`src/rtl/i2c_tgt_pkg.sv`:
```
package i2c_tgt_pkg;
  typedef enum logic [3:0] {
    ST_IDLE,  // no transfer for this target
    ST_ADDR,  // shifting in address byte
    ST_AACK,  // driving address ACK
    ST_HRX,   // write-direction hold, waiting for rel
    ST_RX,    // receiving data byte
    ST_RACK,  // driving data ACK
    ST_HTX,   // read-direction hold, waiting for tx_wr
    ST_TX,    // shifting out data byte
    ST_TACK,  // sampling controller ACK
    ST_WAIT   // ignore bus until stop or start
  } tgt_state_e;
endpackage

```
`src/rtl/i2c_tgt_sync.sv`:
```
module i2c_tgt_sync #(
  parameter int STAGES = 2
) (
  input  logic clk,
  input  logic rst,
  input  logic scl_i,
  input  logic sda_i,
  output logic scl_s,
  output logic sda_s,
  output logic scl_rise,
  output logic scl_fall,
  output logic start_det,
  output logic stop_det
);
  localparam int LINES = 2;

  logic [LINES-1:0] raw;
  logic [LINES-1:0] synced;
  logic [LINES-1:0] prev;

  assign raw = {sda_i, scl_i};

  for (genvar g = 0; g < LINES; g++) begin : g_line
    logic [STAGES-1:0] chain;
    always_ff @(posedge clk) begin
      if (rst) chain <= '1;
      else     chain <= {chain[STAGES-2:0], raw[g]};
    end
    assign synced[g] = chain[STAGES-1];
  end

  always_ff @(posedge clk) begin
    if (rst) prev <= '1;
    else     prev <= synced;
  end

  assign scl_s     = synced[0];
  assign sda_s     = synced[1];
  assign scl_rise  = synced[0] & ~prev[0];
  assign scl_fall  = ~synced[0] & prev[0];
  assign start_det = synced[0] & prev[0] & prev[1] & ~synced[1];
  assign stop_det  = synced[0] & prev[0] & ~prev[1] & synced[1];
endmodule

```
`src/rtl/i2c_tgt_engine.sv`:
```
module i2c_tgt_engine
  import i2c_tgt_pkg::*;
#(
  parameter int DATA_W = 8
) (
  input  logic              clk,
  input  logic              rst,
  input  logic [DATA_W-2:0] own_addr,
  input  logic [DATA_W-1:0] tx_data,
  input  logic              tx_wr,
  input  logic              rel,
  input  logic              scl_s,
  input  logic              sda_s,
  input  logic              scl_rise,
  input  logic              scl_fall,
  input  logic              start_det,
  input  logic              stop_det,
  output logic              scl_oe,
  output logic              sda_oe,
  output logic              irq,
  output logic              busy,
  output logic              rd_dir,
  output logic [DATA_W-1:0] rx_data
);
  localparam int CNT_W = $clog2(DATA_W + 1);
  localparam logic [CNT_W-1:0] LAST = CNT_W'(DATA_W);

  tgt_state_e        st;
  logic [CNT_W-1:0]  cnt;
  logic [DATA_W-1:0] sh;
  logic              ackd;

  always_ff @(posedge clk) begin
    if (rst) begin
      st      <= ST_IDLE;
      cnt     <= '0;
      sh      <= '0;
      ackd    <= 1'b0;
      scl_oe  <= 1'b0;
      sda_oe  <= 1'b0;
      irq     <= 1'b0;
      busy    <= 1'b0;
      rd_dir  <= 1'b0;
      rx_data <= '0;
    end else begin
      irq <= 1'b0;
      if (stop_det) begin
        st     <= ST_IDLE;
        scl_oe <= 1'b0;
        sda_oe <= 1'b0;
        busy   <= 1'b0;
      end else if (start_det) begin
        st     <= ST_ADDR;
        cnt    <= '0;
        scl_oe <= 1'b0;
        sda_oe <= 1'b0;
        busy   <= 1'b0;
      end else begin
        unique case (st)
          ST_ADDR: begin
            if (scl_rise) begin
              sh  <= {sh[DATA_W-2:0], sda_s};
              cnt <= cnt + 1'b1;
            end else if (scl_fall && cnt == LAST) begin
              if (sh[DATA_W-1:1] == own_addr) begin
                sda_oe <= 1'b1;
                busy   <= 1'b1;
                rd_dir <= sh[0];
                st     <= ST_AACK;
              end else begin
                st <= ST_WAIT;
              end
            end
          end
          ST_AACK: begin
            if (scl_fall) begin
              sda_oe <= 1'b0;
              scl_oe <= 1'b1;
              irq    <= 1'b1;
              st     <= rd_dir ? ST_HTX : ST_HRX;
            end
          end
          ST_HRX: begin
            if (rel) begin
              scl_oe <= 1'b0;
              cnt    <= '0;
              st     <= ST_RX;
            end
          end
          ST_RX: begin
            if (scl_rise) begin
              sh  <= {sh[DATA_W-2:0], sda_s};
              cnt <= cnt + 1'b1;
            end else if (scl_fall && cnt == LAST) begin
              rx_data <= sh;
              sda_oe  <= 1'b1;
              st      <= ST_RACK;
            end
          end
          ST_RACK: begin
            if (scl_fall) begin
              sda_oe <= 1'b0;
              scl_oe <= 1'b1;
              irq    <= 1'b1;
              st     <= ST_HRX;
            end
          end
          ST_HTX: begin
            if (tx_wr) begin
              sh     <= tx_data;
              sda_oe <= ~tx_data[DATA_W-1];
              scl_oe <= 1'b0;
              cnt    <= '0;
              st     <= ST_TX;
            end
          end
          ST_TX: begin
            if (scl_rise) begin
              cnt <= cnt + 1'b1;
            end else if (scl_fall) begin
              if (cnt == LAST) begin
                sda_oe <= 1'b0;
                st     <= ST_TACK;
              end else begin
                sh     <= {sh[DATA_W-2:0], 1'b0};
                sda_oe <= ~sh[DATA_W-2];
              end
            end
          end
          ST_TACK: begin
            if (scl_rise) begin
              ackd <= ~sda_s;
            end else if (scl_fall) begin
              if (ackd) begin
                scl_oe <= 1'b1;
                irq    <= 1'b1;
                st     <= ST_HTX;
              end else begin
                st <= ST_WAIT;
              end
            end
          end
          default: ;
        endcase
      end
    end
  end

  AST_SDA_SCL_LOW: assert property (@(posedge clk) disable iff (rst)
    (sda_oe != $past(sda_oe)) |-> !$past(scl_s));
  AST_STRETCH_IRQ: assert property (@(posedge clk) disable iff (rst)
    $rose(scl_oe) |-> irq);
  AST_IRQ_PULSE: assert property (@(posedge clk) disable iff (rst)
    irq |=> !irq);
  AST_MATCH_ACK: assert property (@(posedge clk) disable iff (rst)
    $rose(busy) |-> sda_oe);
  AST_TX_RELEASE: assert property (@(posedge clk) disable iff (rst)
    ($fell(scl_oe) && rd_dir && busy) |-> $past(tx_wr));
  AST_RX_RELEASE: assert property (@(posedge clk) disable iff (rst)
    ($fell(scl_oe) && !rd_dir && busy) |-> $past(rel));
  AST_MISMATCH_QUIET: assert property (@(posedge clk) disable iff (rst)
    (st == ST_WAIT && !busy) |-> (!scl_oe && !sda_oe));
endmodule

```
`src/rtl/i2c_target_stretch.sv`:
```
module i2c_target_stretch #(
  parameter int DATA_W      = 8,
  parameter int SYNC_STAGES = 2
) (
  input  logic              clk,
  input  logic              rst,
  input  logic [DATA_W-2:0] own_addr,
  input  logic [DATA_W-1:0] tx_data,
  input  logic              tx_wr,
  input  logic              rel,
  input  logic              scl_i,
  input  logic              sda_i,
  output logic              scl_oe,
  output logic              sda_oe,
  output logic              irq,
  output logic              busy,
  output logic              rd_dir,
  output logic [DATA_W-1:0] rx_data
);
  logic scl_s, sda_s, scl_rise, scl_fall, start_det, stop_det;

  i2c_tgt_sync #(.STAGES(SYNC_STAGES)) u_sync (
    .clk       (clk),
    .rst       (rst),
    .scl_i     (scl_i),
    .sda_i     (sda_i),
    .scl_s     (scl_s),
    .sda_s     (sda_s),
    .scl_rise  (scl_rise),
    .scl_fall  (scl_fall),
    .start_det (start_det),
    .stop_det  (stop_det)
  );

  i2c_tgt_engine #(.DATA_W(DATA_W)) u_eng (
    .clk       (clk),
    .rst       (rst),
    .own_addr  (own_addr),
    .tx_data   (tx_data),
    .tx_wr     (tx_wr),
    .rel       (rel),
    .scl_s     (scl_s),
    .sda_s     (sda_s),
    .scl_rise  (scl_rise),
    .scl_fall  (scl_fall),
    .start_det (start_det),
    .stop_det  (stop_det),
    .scl_oe    (scl_oe),
    .sda_oe    (sda_oe),
    .irq       (irq),
    .busy      (busy),
    .rd_dir    (rd_dir),
    .rx_data   (rx_data)
  );
endmodule

```
`config.mk`:
```
export PLATFORM = sky130hd
export DESIGN_NAME = i2c_target_stretch
export DESIGN_NICKNAME = d
export VERILOG_FILES = /design/src/rtl/i2c_tgt_pkg.sv /design/src/rtl/i2c_tgt_sync.sv /design/src/rtl/i2c_tgt_engine.sv /design/src/rtl/i2c_target_stretch.sv
export SDC_FILE = /design/constraint.sdc
export NUM_CORES = 1
export LEC_CHECK = 0
export CORE_MARGIN = 2
export CORE_UTILIZATION = 40
export CTS_BUF_LIST = sky130_fd_sc_hd__clkbuf_2 sky130_fd_sc_hd__clkbuf_4 sky130_fd_sc_hd__clkbuf_8
export CTS_CLUSTER_DIAMETER = 80
export DETAILED_ROUTE_END_ITERATION = 7
export DONT_BUFFER_PORTS = 1
export SYNTH_ARGS = -nofsm -noshare
export SYNTH_HDL_FRONTEND = slang
export SYNTH_SLANG_ARGS = --single-unit
```
`constraint.sdc`:
```
create_clock -name clk -period 2.2 [get_ports clk]
set_clock_uncertainty 0.1 [all_clocks]
set_input_delay 0.44 -clock clk [delete_from_list [all_inputs] [get_ports clk]]
set_output_delay 0.44 -clock clk [all_outputs]
set_load 0.05 [all_outputs]
```
**Word-level counts from Yosys, hierarchy flattened**

Index checks and enable logic that the tools add are counted.

- Register bits: 36

- Multiplexer cells: 52
- Add/subtract/negate cells: 1
- Reductions and logical operators: 22
- Equality and inequality tests: 42
- Bitwise gates (word level): 16

Operator list:

| operator | count |
|---|---|
| 4-bit 2-to-1 mux | 19 |
| 8-bit 2-to-1 mux | 5 |
| 4-bit one-hot mux with 8 select lines | 1 |
| 14-bit AND reduction | 2 |
| 8-bit one-hot mux with 3 select lines | 1 |
| 2-bit by 1-bit inequality test with 1-bit output (second input constant) | 11 |
| 1-bit 2-to-1 mux | 21 |
| 3-bit by 2-bit inequality test with 1-bit output (second input constant) | 7 |
| 3-bit inequality test (second input constant) | 6 |
| 4-bit by 3-bit equality test with 1-bit output (second input constant) | 4 |
| 2-bit inequality test (second input constant) | 7 |
| 4-bit one-hot mux with 3 select lines | 1 |
| 10-bit AND reduction | 1 |
| 5-bit AND reduction | 2 |
| 1-bit NOT | 9 |
| 9-bit nonzero test | 1 |
| 4-bit by 2-bit equality test with 1-bit output (second input constant) | 2 |
| 4-bit equality test (second input constant) | 2 |
| 4-bit AND reduction | 2 |
| 8-bit AND reduction | 1 |
| 4-bit nonzero test | 2 |
| 8-bit nonzero test | 1 |
| 1-bit bitwise AND | 7 |
| 7-bit equality test | 1 |
| 14 further kinds | 17 |

**Depth between registers and ports, before layout**

- Depth after elaboration: 7
- Gate-level depth with buffers: 8

**Hierarchy**

Synthesis repeated with hierarchy kept, for this count alone.

- Cells, all modules: 251
- Area total of the unflattened synthesis: 2124.5 um2

Modules (own cells, without submodules):

| module | cells each | area an instance (um2) | instances | sequential area each (um2) |
|---|---|---|---|---|
| i2c_tgt_engine | 235 | 1934.4 | 1 | 600.6 |
| i2c_tgt_sync | 16 | 190.2 | 1 | 120.1 |

**Worst setup path before layout**

OpenSTA, ideal clock, no wires.

- Kind: register to register
- Start point: register u_eng.st[2]
- End point: register u_eng.st[0]
- Setup time: 127 ps
- Cell stages (with the launch flop): 8
- Arrival time: 1599 ps
- Path buffers: 1
- Required time: 1973 ps
- Path slack: 374 ps
- Clock period less this slack: 1826 ps
- Cells stage by stage: dfxtp_1 buf_2 or3b_2 a211oi_1 a211oi_1 o211a_2 o31ai_1 a31oi_1

- Word-level cells in the longest chain between the ends: 3

RTL lines:

| element | RTL line | RTL |
|---|---|---|
| start, declared | i2c_tgt_engine.sv:28 | `tgt_state_e st;` |
| start signal, assigned | i2c_tgt_engine.sv:80 | `st <= rd_dir ? ST_HTX : ST_HRX;` |
| 4-bit by 1-bit equality test with 1-bit output (tied with other cells) | i2c_tgt_engine.sv:59 | `unique case (st)` |
| 9-bit nonzero test (no line) (tied with other cells) | - |  |
| 14-bit AND reduction (no line) or 1-bit 2-to-1 mux (tied branches) | - |  |

Parallel ways exist; a longest one is shown, timed or not.
A chain may end at the register's enable or synchronous reset.

**Final worst setup path**

- Start point: register u_eng.st[1]
- End point: register u_eng.st[0]

Same word-level chain as after synthesis.

==> flow_summary_export.csv <==
group,metric,value,unit
placed_design,place.detailed.hpwl,3510,um
drt,ant_nets,0,
logic_synthesis,async_flop_share,0,
drt,drc,0,
placed_design,place_ws,0.103,ns
drt,vias,1773,
critical_path,crit_top_cell,"a211oi_1",
logic_synthesis,seq_area_frac_synth,0.339,
critical_path,path_max_fanout,7,
logic_synthesis,ys_ff_latch,36,
job,drv_cap,0,
clock_tree,path_clk_slew,0.07,ns
sta,hold_viol,0,
logic_synthesis,synth-main-ff-cell,"dfxtp_1",
sta,min_period_over_period,0.952,
drt,routed_wl,4740,um
placed_design,place_congestion,0.857,
global_route,antenna_found_initial,0,
final_layout,nets,279,
global_route,grt_pass1_vias,1786,
sta,drv_slew,0,
critical_path,slowest_stage,"or3b_2",
global_route,grtUsageMet3,0.0553,
sta,slew_headroom,0.618,
clock_tree,h-tree-depth,2,
die,die_area,0.00591,mm^2
clock_tree,cts.sinks,36,
sta,min_period,2.09,ns
die,core_area,0.00511,mm^2
pwr,vdd_drop_max,0.473,mV
drt,drt-initial-drc-count,108,
critical_path,ff2ff_path_depth,7,
global_route,grt_first_pass_wirelength,8250,um
sta,setup_viol,0,
clock_tree,cts_root_buffer,"clkbuf_8",
critical_path,arrival,2.16,ns
final_layout,register_area,722,um^2
clock_tree,cts_buffer_depth,2,
critical_path,cp.required,2.26,ns
die,num_rows,26,
global_route,grtUsageTotal,0.173,
final_layout,diodes,0,
die,die_x,76.9,um
sta,rsz0062_at_grt,"false",
die,ioPinCount,34,
pwr,power_leakage,0.000961,uW
final_layout,synthToLayoutAreaGrowth,11.4,%
critical_path,max_stage_delay,0.47,ns
sta,fmax,478,MHz
clock_tree,postCtsHoldBufs,0,
pwr,p_per_area,732,mW/mm^2
die,start_util,0.416,
logic_synthesis,avgSynthCellArea,8.67,um^2
global_route,busiest_layer,"met2",
logic_synthesis,synth_cell_types,55,
critical_path,cp-start-kind,"register",
hold_path,holdCritPathClass,"in -> reg",
global_route,overflow,0,
logic_synthesis,syn-num-nets,268,
critical_path,cp_cell_sequence,"or3b_2, a211oi_1, a211oi_1, o211a_2, buf_4, o31ai_1, a31oi_1",
outcome,status,"completed",
pwr,power,1730,uW
logic_synthesis,syn_inst,245,
die,dieHeight,76.9,um
global_route,grt_use_met1,0.221,
final_layout,multi_input_area,0.00130,mm^2
sta,worst_slew_pin_slew,0.566,ns
drt,detail_route.wl_per_cell,14.5,um
final_layout,drive_above_1_share,0.191,
drt,dr.pass1.iters,4,
critical_path,crit_path_end_kind,"register",
logic_synthesis,synth_edf_count,0,
clock_tree,cts_tree,"built",
clock_tree,numCtsBuffers,5,
placed_design,io_buffers,0,
global_route,gr-usage-met2,0.270,
sta,tns,0,ns
clock_tree,clock_latency,0.28,ns
final_layout,fillers,502,
sta,worst_slack,0.106,ns
global_route,grt_start_max_net_pins,29,
critical_path,critical_path_class,"reg -> reg",
logic_synthesis,yosysWarningCount,0,
hold_path,hold_path_depth,1,
logic_synthesis,synthesis.area,0.00212,mm^2
drt,via_per_inst,5.44,
-- cell families after synthesis --
| group | Yosys count | share of synthesized area |
|---|---|---|
| and+or+nand+nor | 95 | 0.234 |
| AOI/OAI and AO/OA | 55 | 0.196 |
| DFF | 36 | 0.339 |
| muxes | 27 | 0.132 |
| buffers and inverters | 21 | 0.0501 |
| xor gates and xnor gates | 9 | 0.0371 |
| adders and majority gates | 2 | 0.0118 |
-- routing by layer --
metal  up-vias  routed length [um]
met5         -                   0
met4         0                  91
met3        10                 295
met2        43                2120
met1       830                2240
li1        890                   -
-- layout by cell type, fill, tap and decap left out, types with 2 or more instances in the layout --
cell type,netlist,layout
buf_4,2,16
nand2b_1,6,6
nor3_1,4,4
and3_1,2,2
nand3b_1,2,2
and3b_1,2,2
ha_1,2,2
xor2_1,7,7
inv_1,7,7
xnor2_1,2,2
nor2_1,32,32
and2b_1,2,2
nor3b_1,5,5
o21bai_1,3,3
o21ai_0,10,10
nor2b_1,3,3
a31oi_1,4,4
mux2_2,8,8
a211oi_1,5,5
dfxtp_1,36,35
clkbuf_8,0,5
o31ai_1,3,3
mux2i_1,19,19
nand3_1,6,6
a21boi_0,2,2
nand2_1,16,16
a21oi_1,14,14
or2_2,5,5
-- report_power, final --
group          total, uW  switching [uW]  internal (uW)
registers            754            69.8            684
clock network        442             214            227
logic                537             296            241
-- critical path: cells and delay by family, from the launching register on --
kind | cells | cell delay (ns)
AOI/OAI and AO/OA | 5 | 0.80
buffers and inverters | 1 | 0.16
DFF | 1 | 0.45
and+or+nand+nor | 1 | 0.47
-- timing repair --
action / CTS / global route
resized for setup: 0 / 3
endpoints found under the setup margin: 0 / 13
setup buffers: 0 / 2
-- synth_stat cells (2+ instances only) --
| library cell | number | area share |
|---|---|---|
| and3b_1 | 2 | 0.0083 |
| o21bai_1 | 3 | 0.011 |
| nor2_1 | 32 | 0.057 |
| nor3_1 | 4 | 0.0094 |
| a211oi_1 | 5 | 0.018 |
| or2_2 | 5 | 0.015 |
| mux2i_1 | 19 | 0.090 |
| clkbuf_1 | 5 | 0.0088 |
| nand2_1 | 16 | 0.028 |
| nor3b_1 | 5 | 0.018 |
| dfxtp_1 | 36 | 0.34 |
| and3_1 | 2 | 0.0059 |
| inv_1 | 7 | 0.012 |
| mux2_2 | 8 | 0.042 |
| nand3b_1 | 2 | 0.0071 |
| xnor2_1 | 2 | 0.0083 |
| o31ai_1 | 3 | 0.011 |
| and2b_1 | 2 | 0.0071 |
| a31oi_1 | 4 | 0.012 |
| a21oi_1 | 14 | 0.033 |
| ha_1 | 2 | 0.012 |
| buf_6 | 2 | 0.011 |
| o21ai_0 | 10 | 0.024 |
| nand3_1 | 6 | 0.014 |
| buf_2 | 4 | 0.0094 |
| nand2b_1 | 6 | 0.018 |
| xor2_1 | 7 | 0.029 |
| buf_4 | 2 | 0.0071 |
| a21boi_0 | 2 | 0.0071 |
| nor2b_1 | 3 | 0.0088 |
-- through the flow --
stage / hold slack (ns) / instances / util / cell area [um^2]
6_report: 0.122 / 326 / 0.463 / 2370
4_1_cts: 0.110 / 324 / 0.457 / 2330
3_3_place_gp: 0.291 / 317 / 0.441 / 2250
3_5_place_dp: 0.295 / 317 / 0.441 / 2250
5_1_grt: 0.0989 / 326 / 0.463 / 2370
2_1_floorplan: 0.289 / 245 / - / 2120
-- cell type report --
type	count	share of cell area
inverter	7	0.0111
tap	70	0.0370
clock buffer	6	0.0323
timing repair buffer	18	0.0640
clock inverter	1	0.00212
multi-input combinational	188	0.548
sequential	36	0.305
-- state kept, by name (all words and copies together), names as in the netlist --
register	count
u_eng.rx_data	8
u_eng.sh	8
u_eng.cnt	4
u_eng.st	4
u_sync.g_line.chain	4
u_sync.prev	2
u_eng.ackd	1
u_eng.busy	1
u_eng.irq	1
u_eng.rd_dir	1
u_eng.scl_oe	1
u_eng.sda_oe	1
-- worst paths after layout --
| check | from | endpoint | slack, ns |
|---|---|---|---|
| max | u_eng.st[1] | u_eng.st[0] | 0.11 |
| min | rst | u_eng.cnt[1] | 0.12 |
| max reg2reg | u_eng.st[1] | u_eng.st[0] | 0.11 |
| min reg2reg | u_sync.g_line[0].chain[0] | u_sync.g_line[0].chain[1] | 0.31 |
No activity file was read; power rests on OpenSTA's default activity.
